`src/rtl/pcc_pkg.sv`:
```
package pcc_pkg;
  // operand count after one 3:2 level
  function automatic int csa_next(input int n);
    return 2 * (n / 3) + (n % 3);
  endfunction

  function automatic int csa_count(input int n, input int lvl);
    int c;
    c = n;
    for (int i = 0; i < lvl; i++) c = csa_next(c);
    return c;
  endfunction

  function automatic int csa_levels(input int n);
    int c;
    int l;
    c = n;
    l = 0;
    while (c > 2) begin
      c = csa_next(c);
      l++;
    end
    return l;
  endfunction
endpackage

```
`src/rtl/pcc_tap_line.sv`:
```
module pcc_tap_line #(
  parameter int W = 12,
  parameter int N = 16
) (
  input  logic                clk_i,
  input  logic                rst_ni,
  input  logic [W-1:0]        sample_i,
  output logic [N-1:0][W-1:0] taps_o
);
  always_ff @(posedge clk_i or negedge rst_ni) begin
    if (!rst_ni) taps_o <= '0;
    else         taps_o <= {taps_o[N-2:0], sample_i};
  end
endmodule

```
`src/rtl/pcc_tap_weight.sv`:
```
module pcc_tap_weight #(
  parameter int W     = 12,
  parameter int ACC_W = 16,
  parameter int N     = 16
) (
  input  logic [N-1:0][W-1:0]     taps_i,
  input  logic [N-1:0]            code_i,
  input  logic [N-1:0]            mask_i,
  output logic [N-1:0][ACC_W-1:0] ops_o
);
  for (genvar j = 0; j < N; j++) begin : g_tap
    logic [W-1:0] v;
    // xnor with code bit: complement when code is 0
    assign v = taps_i[j] ^ {W{~code_i[j]}};
    assign ops_o[j] = mask_i[j] ? {{(ACC_W-W){v[W-1]}}, v} : '0;
  end
endmodule

```
`src/rtl/pcc_csa.sv`:
```
module pcc_csa #(
  parameter int W = 16
) (
  input  logic [W-1:0] a_i,
  input  logic [W-1:0] b_i,
  input  logic [W-1:0] c_i,
  output logic [W-1:0] sum_o,
  output logic [W-1:0] cy_o
);
  logic [W-1:0] maj;
  assign sum_o = a_i ^ b_i ^ c_i;
  assign maj   = (a_i & b_i) | (a_i & c_i) | (b_i & c_i);
  assign cy_o  = {maj[W-2:0], 1'b0};
endmodule

```
`src/rtl/pcc_csa_tree.sv`:
```
module pcc_csa_tree
  import pcc_pkg::*;
#(
  parameter int W = 16,
  parameter int N = 16
) (
  input  logic [N-1:0][W-1:0] ops_i,
  output logic [W-1:0]        sum_o
);
  localparam int LVLS = csa_levels(N);

  logic [W-1:0] lv [LVLS+1][N];

  for (genvar k = 0; k < N; k++) begin : g_in
    assign lv[0][k] = ops_i[k];
  end

  for (genvar l = 0; l < LVLS; l++) begin : g_lvl
    localparam int NC = csa_count(N, l);
    localparam int NX = csa_count(N, l + 1);
    localparam int G  = NC / 3;
    localparam int R  = NC % 3;
    for (genvar g = 0; g < G; g++) begin : g_csa
      pcc_csa #(.W(W)) u_csa (
        .a_i  (lv[l][3*g]),
        .b_i  (lv[l][3*g+1]),
        .c_i  (lv[l][3*g+2]),
        .sum_o(lv[l+1][2*g]),
        .cy_o (lv[l+1][2*g+1])
      );
    end
    for (genvar r = 0; r < R; r++) begin : g_pass
      assign lv[l+1][2*G+r] = lv[l][3*G+r];
    end
    for (genvar k = NX; k < N; k++) begin : g_zero
      assign lv[l+1][k] = '0;
    end
  end

  // single carry-propagate adder
  assign sum_o = lv[LVLS][0] + lv[LVLS][1];
endmodule

```
`src/rtl/pcode_correlator.sv`:
```
module pcode_correlator #(
  parameter int SAMPLE_W = 12,
  parameter int TAPS     = 16,
  parameter int OUT_W    = 14
) (
  input  logic                clk_i,
  input  logic                rst_ni,
  input  logic [SAMPLE_W-1:0] sample_i,
  input  logic                load_i,
  input  logic [TAPS-1:0]     code_i,
  input  logic [TAPS-1:0]     mask_i,
  output logic [OUT_W-1:0]    corr_o
);
  localparam int ACC_W = SAMPLE_W + $clog2(TAPS);

  logic [TAPS-1:0]                 code_q;
  logic [TAPS-1:0]                 mask_q;
  logic [TAPS-1:0][SAMPLE_W-1:0]   taps;
  logic [TAPS-1:0][ACC_W-1:0]      ops;
  logic [ACC_W-1:0]                acc;

  always_ff @(posedge clk_i or negedge rst_ni) begin
    if (!rst_ni) begin
      code_q <= '0;
      mask_q <= '0;
    end else if (load_i) begin
      code_q <= code_i;
      mask_q <= mask_i;
    end
  end

  pcc_tap_line #(.W(SAMPLE_W), .N(TAPS)) u_line (
    .clk_i   (clk_i),
    .rst_ni  (rst_ni),
    .sample_i(sample_i),
    .taps_o  (taps)
  );

  pcc_tap_weight #(.W(SAMPLE_W), .ACC_W(ACC_W), .N(TAPS)) u_weight (
    .taps_i(taps),
    .code_i(code_q),
    .mask_i(mask_q),
    .ops_o (ops)
  );

  pcc_csa_tree #(.W(ACC_W), .N(TAPS)) u_tree (
    .ops_i(ops),
    .sum_o(acc)
  );

  always_ff @(posedge clk_i or negedge rst_ni) begin
    if (!rst_ni) corr_o <= '0;
    else         corr_o <= acc[ACC_W-1 -: OUT_W];
  end
endmodule

```
`config.mk`:
```
export PLATFORM = sky130hd
export DESIGN_NAME = pcode_correlator
export DESIGN_NICKNAME = d
export VERILOG_FILES = /design/src/rtl/pcc_pkg.sv /design/src/rtl/pcc_tap_line.sv /design/src/rtl/pcc_tap_weight.sv /design/src/rtl/pcc_csa.sv /design/src/rtl/pcc_csa_tree.sv /design/src/rtl/pcode_correlator.sv
export SDC_FILE = /design/constraint.sdc
export NUM_CORES = 1
export LEC_CHECK = 0
export BUFFER_PORTS_ARGS = -buffer_cell sky130_fd_sc_hd__buf_4
export CORE_UTILIZATION = 60
export CTS_CLUSTER_DIAMETER = 120
export DETAILED_ROUTE_END_ITERATION = 8
export PLACE_DENSITY = 0.78
export SLEW_MARGIN = 20
export SYNTH_ARGS = -nofsm -noshare
export SYNTH_HDL_FRONTEND = slang
export SYNTH_SLANG_ARGS = --single-unit
```
`constraint.sdc`:
```
create_clock -name clk_i -period 7.5 [get_ports clk_i]
set_clock_uncertainty 0.2 [all_clocks]
set_input_delay 1.5 -clock clk_i [delete_from_list [all_inputs] [get_ports clk_i]]
set_output_delay 1.5 -clock clk_i [all_outputs]
set_load 0.05 [all_outputs]
```
; Word-level counts from Yosys, hierarchy flattened
; Index checks and enable logic that the tools add are counted.
[word_totals]
regBits = 238
in_bits = 47
out_inout_bits = 14
wordCells = 166
[classes]
addsub = 1
muxes = 16
bitwise_logic = 130
[ops]
columns = cell, n
row1 = AND 15 bit, 42
row2 = bitwise XOR 16 bit, 28
row3 = bitwise OR 15 bit, 28
row4 = two-way mux 16 bit, 16
row5 = bitwise XOR 12 bit, 16
row6 = adder 16 bit, 1
row7 = NOT 1 bit, 16

; Depth between registers and ports, before layout
[depth]
ltp_word = 22
mapped_depth = 22
ltp_nobuf = 20

; Hierarchy
; A second synthesis with hierarchy kept.
[unflattened]
hier_cells = 1104
area_unflattened_um2 = 15544.9
[by_module_without_submodules]
columns = module, n_inst, cells_per_inst, area_per_inst_um2, seq_area_each_um2
row1 = pcc_tap_line, 1, 192, 4804.6, 4804.6
row2 = pcc_csa, 14, 18, 335.3, 0.0
row3 = pcc_tap_weight, 1, 480, 3603.5, 0.0
row4 = pcode_correlator, 1, 82, 1695.4, 1151.1
row5 = pcc_csa_tree, 1, 98, 747.0, 0.0

; Least setup slack after synthesis
; Ideal clock, no wire load.
[synth_timing]
path_kind = reg2reg
start = register code_q[14]
end = register corr_o[12]
setup_ps = 79
arrival_time_ps = 5546
required_time_ps = 7221
setup_slack_ps = 1675
path_stages_with_launch = 22
n_path_buf = 2
period_less_slack_ps = 5825
cell_sequence = dfrtp_1 > clkbuf_1 > buf_2 > xnor2_1 > nand2_1 > fa_1 > inv_1 > fa_1 > fa_1 > inv_1 > fa_1 > fa_1 > fa_1 > inv_1 > ha_1 > inv_1 > fa_1 > nand2b_1 > a211oi_1 > nor2_1 > o21ai_0 > xor2_1
[synth_between]
elab_chain_len = 19
elab_cells_between_ends = 47
cone_classes = 1 x add/sub / 1 x mux / 45 x bitwise
[synth_rtl]
columns = element, line_no
row1 = start: declaration, pcode_correlator.sv:16  ; logic [TAPS-1:0] code_q;
row2 = start signal: assignment, pcode_correlator.sv:27  ; code_q <= code_i;
row3 = NOT 1 bit (*), pcc_tap_weight.sv:14  ; assign v = taps_i[j] ^ {W{~code_i[j]}};
row4 = bitwise XOR 12 bit (*), pcc_tap_weight.sv:14
row5 = two-way mux 16 bit (*), pcc_tap_weight.sv:15  ; assign ops_o[j] = mask_i[j] ? {{(ACC_W-W){v[W-1]}}, v} : '0;
row6 = bitwise XOR 16 bit, pcc_csa.sv:11  ; assign sum_o = a_i ^ b_i ^ c_i;
row7 = AND 15 bit, pcc_csa.sv:12  ; assign maj = (a_i & b_i) | (a_i & c_i) | (b_i & c_i);
row8 = bitwise OR 15 bit (2 in series), pcc_csa.sv:12
row9 = AND 15 bit, pcc_csa.sv:12
row10 = bitwise OR 15 bit (2 in series), pcc_csa.sv:12
row11 = bitwise XOR 16 bit (2 in series), pcc_csa.sv:11
row12 = AND 15 bit, pcc_csa.sv:12
row13 = bitwise OR 15 bit (2 in series), pcc_csa.sv:12
row14 = AND 15 bit, pcc_csa.sv:12
row15 = bitwise OR 15 bit (2 in series), pcc_csa.sv:12
row16 = adder 16 bit (*), pcc_csa_tree.sv:41  ; assign sum_o = lv[LVLS][0] + lv[LVLS][1];
row17 = via acc[14], pcode_correlator.sv:20  ; logic [ACC_W-1:0] acc;
row18 = end signal: assignment, pcode_correlator.sv:53  ; else corr_o <= acc[ACC_W-1 -: OUT_W];
row19 = end: declaration, pcode_correlator.sv:12  ; output logic [OUT_W-1:0] corr_o
; The timed path passes the listed nets; every way through them passes the cells marked *.
; A chain may end at the register's enable or synchronous reset.

; Final worst setup path
[layout_timing]
start = register code_q[8]
end = register corr_o[12]
[layout_between]
elab_chain_len = 21
elab_cells_between_ends = 54
cone_classes = 1 x add/sub / 1 x mux / 52 x bitwise
[layout_rtl]
columns = element, line_no
row1 = NOT 1 bit (*), pcc_tap_weight.sv:14
row2 = bitwise XOR 12 bit (*), pcc_tap_weight.sv:14
row3 = two-way mux 16 bit (*), pcc_tap_weight.sv:15
row4 = AND 15 bit, pcc_csa.sv:12
row5 = bitwise OR 15 bit (2 in series), pcc_csa.sv:12
row6 = AND 15 bit, pcc_csa.sv:12
row7 = bitwise OR 15 bit (2 in series), pcc_csa.sv:12
row8 = bitwise XOR 16 bit or AND 15 bit (tied branches), "pcc_csa.sv:11, pcc_csa.sv:12"
row9 = bitwise XOR 16 bit or bitwise OR 15 bit (tied branches), "pcc_csa.sv:11, pcc_csa.sv:12"
row10 = AND 15 bit or bitwise OR 15 bit (tied branches), pcc_csa.sv:12
row11 = bitwise OR 15 bit or bitwise XOR 16 bit (tied branches) (2 in series), "pcc_csa.sv:12, pcc_csa.sv:11"
row12 = AND 15 bit, pcc_csa.sv:12
row13 = bitwise OR 15 bit (2 in series), pcc_csa.sv:12
row14 = AND 15 bit, pcc_csa.sv:12
row15 = bitwise OR 15 bit (2 in series), pcc_csa.sv:12
row16 = adder 16 bit (*), pcc_csa_tree.sv:41
row17 = via acc[14], pcode_correlator.sv:20
; Marked as above.

==> summary.txt <==
Status
  • Status: finished, final reports clean

Drt
  • Drt first pass iters: 4
  • ANT nets after route: 0
  • Routed len/inst: 18.8 um
  • Vias per Instance: 5.12
  • Via count: 7463
  • Initial DRC count: 311
  • Final WL: 27.4 mm
  • DRC Markers: 0

CTS
  • Clock-pin slew on the worst setup and hold paths: 0.06 ns
  • CTS buffer count: 27
  • # hold bufs at CTS: 0
  • Resized cells post-CTS: 0
  • Clock Sinks: 238
  • Later-pin clock latency in the skew report: 0.55 ns
  • CTS tree: done
  • Post-CTS Setup Bufs: 0
  • CTS HTree Levels: 1
  • Clk buf depth: 3
  • Clock root cell: clkbuf_16

Final layout
  • Synth-to-Final Area Change: 11.1%
  • Layout cell share with drive strength beyond 1: 0.122
  • Layout Nets: 1396
  • ANT cells: 0
  • Post-layout util: 0.682

Timing
  • Worst-Margin Slew: 0.793 ns
  • Period Utilization, post-route: 0.835
  • Slew Limit Headroom: 0.471
  • RSZ-0062 raised after global routing: false
  • Setup TNS Final: 0 ns
  • Fmax: 160 MHz
  • Slew Limit Fails: 0
  • Setup Viol. Count Final: 0
  • Final Critical Period: 6.27 ns
  • Hold Fails Final Rpt: 0

Global route
  • Pin count of the biggest net entering global routing: 84
  • Initial antenna violation count: 0
  • Vias in the first global route: 8539
  • GRT Overall Usage: 0.252
  • Total congestion overflow: 0
  • First-pass GRT wire length: 45.2 mm

Run
  • MaxCap Viol Count: 0

Synth
  • Net Count, Synth: 1357
  • Netlist cell types: 34
  • Cells after Synth: 1115
  • Seq/Total Area, Yosys: 0.427
  • Synth Area per Inst: 12.5 sq um
  • Ys Warns: 0
  • Synthesized flop and latch total: 238
  • Synthesized area: 14000 sq um

Setup path
  • Crit Path Category: reg -> reg
  • WP data arrival: 6.52 ns
  • Startpoint types: flop
  • CP required: 7.76 ns
  • Critical Path Fanout Max: 13
  • Crit. End Element: flop

Place
  • GP Congestion: 0.871
  • DP HPWL: 20.6 mm
  • Port bufs: 60

Floorplan
  • Core ar.: 22700 sq um
  • Die Span Y: 155 um
  • Die width: 155 um
  • Starting Density: 0.614
  • # rows: 55
  • DIE AREA: 23900 sq um
  • Io pins: 61

Hold path
  • Hold crit path type: reg -> reg
## kinds of logic (layout without fill, tap and decap cells)
family	count (synthesis)	after routing	synth area share
AO/OA/AOI/OAI	33	33	0.0154
adder cells (fa/ha/maj)	195	195	0.270
flip-flops	238	238	0.427
AND/OR/NAND/NOR	218	218	0.0797
multiplexers	33	33	0.0265
XOR/XNOR	205	205	0.129
buffers and inverters	193	252	0.0533
## layer usage
layer | wire length (um) | GRT usage | vias to the layer above
li1 | - | - | 3393
met1 | 11100 | 0.322 | 3853
met2 | 14100 | 0.439 | 146
met3 | 998 | 0.0359 | 71
met4 | 1170 | 0.0995 | 0
met5 | 0 | 0 | -
## Yosys cell counts (all sizes together)
master / n / area, sq um
a211oi: 2 / 15.0
a21o: 2 / 15.0
a21oi: 12 / 63.8
a221oi: 2 / 23.8
a311oi: 1 / 8.76
a31oi: 1 / 6.26
a32oi: 1 / 8.76
and2: 107 / 672
buf: 19 / 91.3
clkbuf: 34 / 128
dfrtp: 238 / 5960
fa: 176 / 3520
ha: 19 / 238
inv: 140 / 526
mux2: 32 / 360
mux2i: 1 / 10.0
nand2: 91 / 342
nand2b: 2 / 12.5
nand3: 3 / 15.0
nand4: 2 / 12.5
nor2: 8 / 30.0
nor2b: 1 / 6.26
nor3: 3 / 15.0
o2111a: 1 / 11.3
o21a: 1 / 7.51
o21ai: 8 / 40.0
o21bai: 2 / 15.0
or4: 1 / 7.51
xnor2: 201 / 1760
xor2: 4 / 35.0
## final cells by class
class,instances,area (sq um)
multi-input combinational,684,7250
fill,1617,7210
sequential,238,5960
clock buffer,38,787
inverter,140,526
timing repair buffer,63,504
tap,285,357
clock inverter,11,114
## through the flow
stage	cell area, sq um	hold slack (ns)	std cells	setup slack (ns)
after global routing	15500	0.188	1459	0.911
final	15500	0.187	1459	1.23
after detailed placement	14600	0.179	1409	1.27
after floorplan	14000	0.173	1115	1.68
after CTS	15500	0.184	1458	1.24
after global placement	14600	0.174	1409	1.33
## worst max-delay path, cell delays in order, from the launching register on
cell and delay (ns):
dfrtp_1 0.77, xnor2_1 0.21, nand2_1 0.15, fa_1 0.58, inv_1 0.07, fa_1 0.46
fa_1 0.51, inv_1 0.06, fa_1 0.55, fa_1 0.43, fa_1 0.43, inv_1 0.06
ha_1 0.16, inv_1 0.06, fa_1 0.45, nand2b_1 0.20, a211oi_1 0.29, nor2_1 0.12
o21ai_0 0.22, xor2_1 0.17
## cell usage in the layout, fill, tap and decap left out, drive strengths merged, types with 2 or more instances in the layout
master | netlist | routed
a211oi | 2 | 2
a21o | 2 | 2
a21oi | 12 | 12
a221oi | 2 | 2
and2 | 107 | 107
buf | 19 | 63
clkbuf | 34 | 38
clkinv | 0 | 8
dfrtp | 238 | 238
fa | 176 | 176
ha | 19 | 19
inv | 140 | 142
mux2 | 32 | 32
nand2 | 91 | 91
nand2b | 2 | 2
nand3 | 3 | 3
nand4 | 2 | 2
nor2 | 8 | 8
nor3 | 3 | 3
o21ai | 8 | 8
o21bai | 2 | 2
xnor2 | 201 | 201
xor2 | 4 | 4
## worst paths after layout
path / start / endpoint / slack (ns) / cells past startpoint
worst min-delay path: u_line.taps_o[75] / u_line.taps_o[87] / 0.19 / 0
worst max-delay path: code_q[8] / corr_o[12] / 1.23 / 19
worst max register to register: code_q[8] / corr_o[12] / 1.23 / 19
max in group asynchronous: rst_ni / u_line.taps_o[80] / 5.22 / 2
min in group asynchronous: rst_ni / mask_q[13] / 0.73 / 1
worst min register to register: u_line.taps_o[75] / u_line.taps_o[87] / 0.19 / 0
## state kept, by name, indices dropped and copies added (netlist names)
register and count:
u_line.taps_o 192, corr_o 14, mask_q 16, code_q 16
Power is left out: the tool's default activity adds up to more than one toggle a clock period on the data nets, which glitch-free logic cannot reach.
